$ cat src/rtl/wdt_pkg.sv
package wdt_pkg;

    typedef enum logic [1:0] {
        ST_IDLE  = 2'd0,
        ST_ARMED = 2'd1,
        ST_RUN   = 2'd2,
        ST_SPENT = 2'd3
    } wd_state_e;

    typedef struct packed {
        logic load;
        logic dec;
        logic expire;
    } wd_ctl_s;

    localparam int          MODE_W    = 3;
    localparam logic [2:0]  ONLY_MODE = 3'd0;

    function automatic logic [MODE_W-1:0] coerce_mode(input logic [MODE_W-1:0] req);
        return (req == ONLY_MODE) ? req : ONLY_MODE;
    endfunction

    function automatic logic hits_one(input logic [31:0] v);
        return v == 32'd1;
    endfunction

endpackage

$ cat src/rtl/wdt_seq.sv
module wdt_seq
    import wdt_pkg::*;
#(
    parameter int CNT_W = 16
) (
    input  logic             clk,
    input  logic             rst,
    input  logic             tick_en,
    input  logic             wr_count,
    input  logic [CNT_W-1:0] wr_data,
    input  logic [CNT_W-1:0] count_val,
    output wd_ctl_s          ctl,
    output logic [CNT_W-1:0] pend,
    output wd_state_e        state,
    output logic             term_out
);
    wd_state_e        state_q;
    logic [CNT_W-1:0] pend_q;
    logic             out_q;
    logic [31:0]      count_wide;

    assign count_wide = 32'(count_val);

    always_comb begin
        ctl.load   = !wr_count && tick_en && (state_q == ST_ARMED);
        ctl.dec    = !wr_count && tick_en &&
                     ((state_q == ST_RUN) || (state_q == ST_SPENT));
        ctl.expire = ctl.dec && (state_q == ST_RUN) && hits_one(count_wide);
    end

    always_ff @(posedge clk) begin
        if (rst) begin
            state_q <= ST_IDLE;
            pend_q  <= '0;
            out_q   <= 1'b0;
        end else if (wr_count) begin
            state_q <= ST_ARMED;
            pend_q  <= wr_data;
            out_q   <= 1'b0;
        end else begin
            case (state_q)
                ST_ARMED: if (ctl.load) state_q <= ST_RUN;
                ST_RUN: if (ctl.expire) begin
                    state_q <= ST_SPENT;
                    out_q   <= 1'b1;
                end
                default: ;
            endcase
        end
    end

    assign pend     = pend_q;
    assign state    = state_q;
    assign term_out = out_q;
endmodule

$ cat src/rtl/wdt_cnt.sv
module wdt_cnt
    import wdt_pkg::*;
#(
    parameter int CNT_W = 16
) (
    input  logic             clk,
    input  logic             rst,
    input  wd_ctl_s          ctl,
    input  logic [CNT_W-1:0] pend,
    output logic [CNT_W-1:0] count
);
    logic [CNT_W-1:0] count_q;

    always_ff @(posedge clk) begin
        if (rst) begin
            count_q <= '0;
        end else if (ctl.load) begin
            count_q <= pend;
        end else if (ctl.dec) begin
            count_q <= count_q - 1'b1;
        end
    end

    assign count = count_q;
endmodule

$ cat src/rtl/wdt_flag.sv
module wdt_flag #(
    parameter int STAT_W   = 8,
    parameter int STAT_BIT = 7
) (
    input  logic              clk,
    input  logic              rst,
    input  logic              expire,
    input  logic              clr,
    output logic [STAT_W-1:0] status,
    output logic              nmi
);
    logic flag_q;

    always_ff @(posedge clk) begin
        if (rst) begin
            flag_q <= 1'b0;
        end else if (expire) begin
            flag_q <= 1'b1;
        end else if (clr) begin
            flag_q <= 1'b0;
        end
    end

    generate
        for (genvar i = 0; i < STAT_W; i++) begin : g_stat
            if (i == STAT_BIT) begin : g_live
                assign status[i] = flag_q;
            end else begin : g_zero
                assign status[i] = 1'b0;
            end
        end
    endgenerate

    assign nmi = flag_q;
endmodule

$ cat src/rtl/wdt_nmi_top.sv
module wdt_nmi_top
    import wdt_pkg::*;
#(
    parameter int CNT_W    = 16,
    parameter int STAT_W   = 8,
    parameter int STAT_BIT = 7
) (
    input  logic              clk,
    input  logic              rst,
    input  logic              tick_en,
    input  logic              wr_count,
    input  logic [CNT_W-1:0]  wr_data,
    input  logic              wr_mode,
    input  logic [2:0]        mode_sel,
    input  logic              clr_stat,
    output logic [CNT_W-1:0]  count_val,
    output logic              cnt_out,
    output logic [STAT_W-1:0] status,
    output logic              nmi_req,
    output logic [2:0]        mode_rb
);
    wd_ctl_s          ctl;
    logic [CNT_W-1:0] pend;
    wd_state_e        seq_state;
    logic [2:0]       mode_q;

    wdt_seq #(.CNT_W(CNT_W)) u_seq (
        .clk(clk), .rst(rst), .tick_en(tick_en), .wr_count(wr_count),
        .wr_data(wr_data), .count_val(count_val), .ctl(ctl), .pend(pend),
        .state(seq_state), .term_out(cnt_out)
    );

    wdt_cnt #(.CNT_W(CNT_W)) u_cnt (
        .clk(clk), .rst(rst), .ctl(ctl), .pend(pend), .count(count_val)
    );

    wdt_flag #(.STAT_W(STAT_W), .STAT_BIT(STAT_BIT)) u_flag (
        .clk(clk), .rst(rst), .expire(ctl.expire), .clr(clr_stat),
        .status(status), .nmi(nmi_req)
    );

    always_ff @(posedge clk) begin
        if (rst) begin
            mode_q <= ONLY_MODE;
        end else if (wr_mode) begin
            mode_q <= coerce_mode(mode_sel);
        end
    end

    assign mode_rb = mode_q;
endmodule

$ cat config.mk
export PLATFORM = sky130hd
export DESIGN_NAME = wdt_nmi_top
export DESIGN_NICKNAME = d
export VERILOG_FILES = /design/src/rtl/wdt_pkg.sv /design/src/rtl/wdt_seq.sv /design/src/rtl/wdt_cnt.sv /design/src/rtl/wdt_flag.sv /design/src/rtl/wdt_nmi_top.sv
export SDC_FILE = /design/constraint.sdc
export NUM_CORES = 1
export LEC_CHECK = 0
export ABC_AREA = 1
export BUFFER_PORTS_ARGS = -buffer_cell sky130_fd_sc_hd__buf_2
export CORE_ASPECT_RATIO = 1.5
export CORE_MARGIN = 1
export CORE_UTILIZATION = 56
export DETAILED_ROUTE_END_ITERATION = 7
export PLACE_DENSITY = 0.84
export SLEW_MARGIN = 20
export SYNTH_ARGS = -nofsm -noshare
export SYNTH_HDL_FRONTEND = slang
export SYNTH_SLANG_ARGS = --single-unit
export TNS_END_PERCENT = 30
$ cat constraint.sdc
create_clock -name clk -period 4.6 [get_ports clk]
set_input_delay 0.23 -clock clk [delete_from_list [all_inputs] [get_ports clk]]
set_output_delay 0.23 -clock clk [all_outputs]
set_load 0.05 [all_outputs]
# Word-level counts from Yosys, hierarchy flattened
# Cells that the tools add are included.
dict set report word_totals {
  reg_bits 39
  inputBits 25
  output_inout_bits 29
  word_cells 41
}
dict set report op_classes {
  add_sub_neg 1
  n_eq_ne 8
  muxes 9
  reduce_logical 16
}
# cell count
set op_table {}
lappend op_table {{$mux 16} 2}
lappend op_table {{$eq 16x1->1 const B} 1}
lappend op_table {{$sub 16x1->16 const B} 1}
lappend op_table {{$reduce_and 3->1} 2}
lappend op_table {{$reduce_bool 2->1} 3}
lappend op_table {{$logic_and 1x1->1} 5}
lappend op_table {{$eq 2x2->1 const B} 2}
lappend op_table {{$mux 2} 2}
lappend op_table {{$pmux 2 s2} 1}
lappend op_table {{$logic_not 3->1} 1}
lappend op_table {{$mux 1} 3}
lappend op_table {{$mux 3} 1}
lappend op_table {{$ne 3x2->1 const B} 1}
lappend op_table {{$ne 3x3->1 const B} 1}
lappend op_table {{$reduce_bool 3->1} 1}
lappend op_table {{$eq 2x1->1 const B} 1}
lappend op_table {{$ne 2x1->1 const B} 1}
lappend op_table {{$ne 2x2->1 const B} 1}
lappend op_table {{$reduce_and 2->1} 1}
lappend op_table {{$reduce_or 2->1} 1}
lappend op_table {{$logic_not 1->1} 1}
lappend op_table {{$logic_or 1x1->1} 1}

# Depth between registers and ports, before layout
dict set report logic_depth {
  depth_word 8
  ltp_mapped 10
}

# Hierarchy
# From an unflattened synthesis, not the netlist that was laid out.
dict set report unflattened {
  hier_cells 291
  hier_area_um2 2029.4
}
# module instances cells_each area_each_um2 seq_area_each_um2
set by_module_without_submodules {}
lappend by_module_without_submodules {wdt_cnt 1 159 1057.3 320.3}
lappend by_module_without_submodules {wdt_seq 1 108 782.0 380.4}
lappend by_module_without_submodules {wdt_flag 1 14 103.8 20.0}
lappend by_module_without_submodules {wdt_nmi_top 1 10 86.3 60.1}

# Worst setup path after synthesis
# No wires, ideal clock.
dict set report synth_timing {
  kind {reg2reg}
  start {reg u_cnt.count_q[0] (netlist: u_cnt.count[0])}
  end {reg u_cnt.count_q[6] (netlist: u_cnt.count[6])}
  arrival_time_ns 1.515
  t_required_ns 4.468
  path_slack_ns 2.952
  stages_incl_launch_ff 8
  cell_sequence {dfxtp_1 > inv_1 > ha_1 > inv_1 > nor2_1 > xor2_1 > o21ai_0 > a21oi_1}
}
dict set report synth_via {
  elab_chain_len 3
}
# element line
set synth_lines {}
lappend synth_lines {{from (decl)} wdt_cnt.sv:12} ;# logic [CNT_W-1:0] count_q;
lappend synth_lines {{from (signal assigned)} wdt_cnt.sv:18} ;# count_q <= pend;
lappend synth_lines {{from (signal assigned)} wdt_cnt.sv:20} ;# count_q <= count_q - 1'b1;
lappend synth_lines {{$sub 16x1->16} wdt_cnt.sv:20}
lappend synth_lines {{$mux 16} wdt_cnt.sv:19} ;# end else if (ctl.dec) begin
lappend synth_lines {{$mux 16} wdt_cnt.sv:17} ;# end else if (ctl.load) begin
# Every way passes these cells. The select of a mux whose other input is x is not followed.
# A chain may end at the register's enable or synchronous reset.

# Final worst setup path
dict set report layout_timing {
  start {reg u_seq.state_q[0] (netlist: u_seq.state[0])}
  end {reg u_cnt.count_q[15] (netlist: u_cnt.count[15])}
}
dict set report layout_via {
  elab_chain_len 4
  word_cells_on_any_way 8
  cone_classes {eq/ne: 3; mux: 1; reduce/logical: 4}
}
# element line
set layout_lines {}
lappend layout_lines {{from (decl)} wdt_seq.sv:17} ;# wd_state_e state_q;
lappend layout_lines {{from (signal assigned)} wdt_seq.sv:33} ;# state_q <= ST_IDLE;
lappend layout_lines {{from (signal assigned)} wdt_seq.sv:37} ;# state_q <= ST_ARMED;
lappend layout_lines {{from (signal assigned)} wdt_seq.sv:42} ;# ST_ARMED: if (ctl.load) state_q <= ST_RUN;
lappend layout_lines {{$eq 2x2->1} wdt_seq.sv:27} ;# ((state_q == ST_RUN) || (state_q == ST_SPENT));
lappend layout_lines {{$logic_or 1x1->1} wdt_seq.sv:27}
lappend layout_lines {{$logic_and 1x1->1} wdt_seq.sv:26} ;# ctl.dec = !wr_count && tick_en &&
lappend layout_lines {{$reduce_bool 2->1 (no line)} n/a}
# Parallel ways exist; a longest one is shown, timed or not.

==> results.sh <==
export IMPL_synth_top_family_by_area="simple AND/OR/NAND/NOR gates"
export IMPL_grt_usage_pct=25.0
export IMPL_synth_compound_area_share_pct=17.3
export IMPL_io_pins=54
export IMPL_cp_data_arrival_time_ns=2.28
export IMPL_yosys_area_share_adder_pct=3.06
export IMPL_pre_cts_slack_ns=2.59
export IMPL_core_um2=3450
export IMPL_fp_dieH_um=76.0
export IMPL_vias_per_cell=5.29
export IMPL_first_iter_violations=69
export IMPL_vias=2041
export IMPL_cts_sinks=39
export IMPL_muxShareOfSynthArea_pct=0
export IMPL_gr_total_overflow=0
export IMPL_gp_congestion=0.916
export IMPL_relSlewSlack_pct=61.4
export IMPL_r2r_setup_slack_ns=2.55
export IMPL_first_global_vias=1762
export IMPL_ctsHtreeMaxLevel=2
export IMPL_p_per_area_nw_per_um2=407
export IMPL_setup_violations=0
export IMPL_cts_root_buf="clkbuf_8"
export IMPL_cts_made_buffers=5
export IMPL_startpoint_type="flip-flop"
export IMPL_clk_latency_ns=0.29
export IMPL_grt_pass1_wl_um=7550
export IMPL_clock_skew_ns=0.00511
export IMPL_area_growth_pct=15.0
export IMPL_synth_area_um2=2040
export IMPL_post_cts_buffers=0
export IMPL_ys_seq_area_share_pct=38.2
export IMPL_grt_start_max_net_pins=24
export IMPL_crit_fanout=18
export IMPL_start_util_pct=59.2
export IMPL_worst_slack_ns=2.55
export IMPL_ys_ff_latch=39
export IMPL_min_path_type="in -> reg"
export IMPL_postCtsHoldBufs=0
export IMPL_fin_area_um2=2350
export IMPL_endpoint_kind="flip-flop"
export IMPL_criticalPathCategory="reg -> reg"
export IMPL_leakagePower_uw=0.00115
export IMPL_clkSlewWorstSetupHoldPaths_ns=0.08
export IMPL_yosys_area_share_simple_pct=29.8
export IMPL_r2r_start="u_seq.state[0]"
export IMPL_cap_violations=0
export IMPL_hold_end="mode_rb[1]"
export IMPL_syn_avg_cell_area_um2=6.67
export IMPL_status="complete, no violations"
export IMPL_worstHoldStart="wr_mode"
export IMPL_syn_inst=306
export IMPL_peakVddDrop_mv=0.370
export IMPL_synth_xor_area_share_pct=0.858
export IMPL_dieArea_um2=3900
export IMPL_final_period_utilization_pct=44.5
export IMPL_yosys_warnings=0
export IMPL_ff2ff_path_depth=7
export IMPL_fmax_mhz=488
export IMPL_totalWireLength_um=4450
export IMPL_cts_tree="built"
export IMPL_final_layout_size_suffix_gt1_share_pct=16.9
export IMPL_fin_tns_setup_ns=0
export IMPL_required_ns=4.83
export IMPL_r2r_end="u_cnt.count[15]"
export IMPL_rows=26
export IMPL_antenna_found_initial=0
export IMPL_wl_per_cell_um=11.5
export IMPL_portBuffers=43
export IMPL_die_w_um=51.3
export IMPL_fin_crit_ns=2.05
export IMPL_post_cts_resized=0
export IMPL_post_place_cells=378
export IMPL_hold_violations=0
export IMPL_drv_slew=0
export IMPL_grt_setup_unrepaired="false"
export IMPL_ctsLongestPathBuffers=2
export IMPL_diodes=0
export IMPL_fin_nets=373
export IMPL_hold_path_cell_count=2
export IMPL_drc=0
export IMPL_tightestPinTransition_ns=0.578
export IMPL_dp_hpwl_um=3290
export IMPL_ys_types=23
export IMPL_fin_util_pct=68.1
export IMPL_final_antenna_net_count=0
export IMPL_dr_pass1_iters=4
export IMPL_stdcell_count=386
export IMPL_place_area_um2=2210
-- cells by family (layout without fill, tap and decap cells) --
family,after synthesis,in the layout
fa+ha+maj,5,5
simple gates,148,148
flops,39,39
compound gates,67,67
buf+inv,44,76
other cells,1,7
xor+xnor,2,2
-- layout make-up --
class | instances | area, um2
flip-flops and latches | 39 | 781
clock buffers | 6 | 72.6
clock inverters | 2 | 60.1
inverters | 25 | 96.3
well taps | 42 | 52.6
repair buffers | 43 | 215
multi-input cells | 229 | 1070
fillers | 322 | 1100
-- report_power, final --
group,switching [uW],internal (uW)
clock,120,217
sequential,17.6,358
combinational,167,76.2
total,305,651
-- worst max-delay path: stages (launching register included) --
cell and delay [ns]:
dfxtp_1 0.40, ha_1 0.42, inv_2 0.18, a21oi_4 0.42
inv_4 0.18, a21oi_1 0.19, nand2_1 0.07, a21oi_1 0.11
-- flip-flops by register name, indices dropped and copies added, names as in the netlist --
signal          cells
mode_rb             3
u_seq.pend         16
u_cnt.count        16
u_flag.nmi          1
u_seq.term_out      1
u_seq.state         2
-- worst max-delay path by stage --
stage                            endpoint  slack, ns  cells after the start           start
after floorplan            u_cnt.count[6]       2.95                      7  u_cnt.count[0]
after global placement     u_cnt.count[4]       2.61                      7  u_seq.state[0]
after CTS                  u_cnt.count[4]       2.57                      7  u_seq.state[0]
after global routing       u_cnt.count[4]       2.37                      7  u_seq.state[0]
final                     u_cnt.count[15]       2.55                      7  u_seq.state[0]
after detailed placement   u_cnt.count[4]       2.59                      7  u_seq.state[0]
-- metal layers --
metal / up-vias / routed length [um] / GRT usage [%]
met5: - / 0 / 0
met4: 0 / 138 / 11.6
met3: 13 / 278 / 4.42
met2: 78 / 2120 / 40.9
met1: 897 / 1910 / 31.0
li1: 1053 / - / -
-- cell usage in the layout, fill, tap and decap left out, drive strengths merged, types with 2 or more instances in the layout --
cell type	n
nor2	71
nand2	57
buf	43
dfxtp	39
o21ai	35
a21oi	29
inv	25
nand3	14
conb	7
clkbuf	6
nand3b	5
ha	5
o211ai	2
xor2	2
bufinv	2
-- cell usage after synthesis (all sizes together) --
| cell type | instances | share of area, % |
|---|---|---|
| conb | 1 | 0.18 |
| buf | 12 | 4.5 |
| ha | 5 | 3.1 |
| nand4 | 1 | 0.31 |
| nand2 | 57 | 10 |
| nor2 | 71 | 14 |
| dfxtp | 39 | 38 |
| nand3b | 5 | 1.8 |
| o211ai | 2 | 0.74 |
| inv | 25 | 4.7 |
| a211oi | 1 | 0.37 |
| o21ai | 35 | 8.6 |
| clkbuf | 7 | 1.3 |
| nand3 | 14 | 3.4 |
| xor2 | 2 | 0.86 |
| a21oi | 29 | 7.7 |
-- stage by stage --
stage | power (uW) | hold WS [ns]
6_report | 956 | 0.121
5_1_grt | 1010 | 0.116
4_1_cts | 958 | 0.119
3_5_place_dp | 624 | 0.432
3_3_place_gp | 619 | 0.423
2_1_floorplan | 579 | 0.302
No activity file was read; power rests on OpenSTA's default activity.
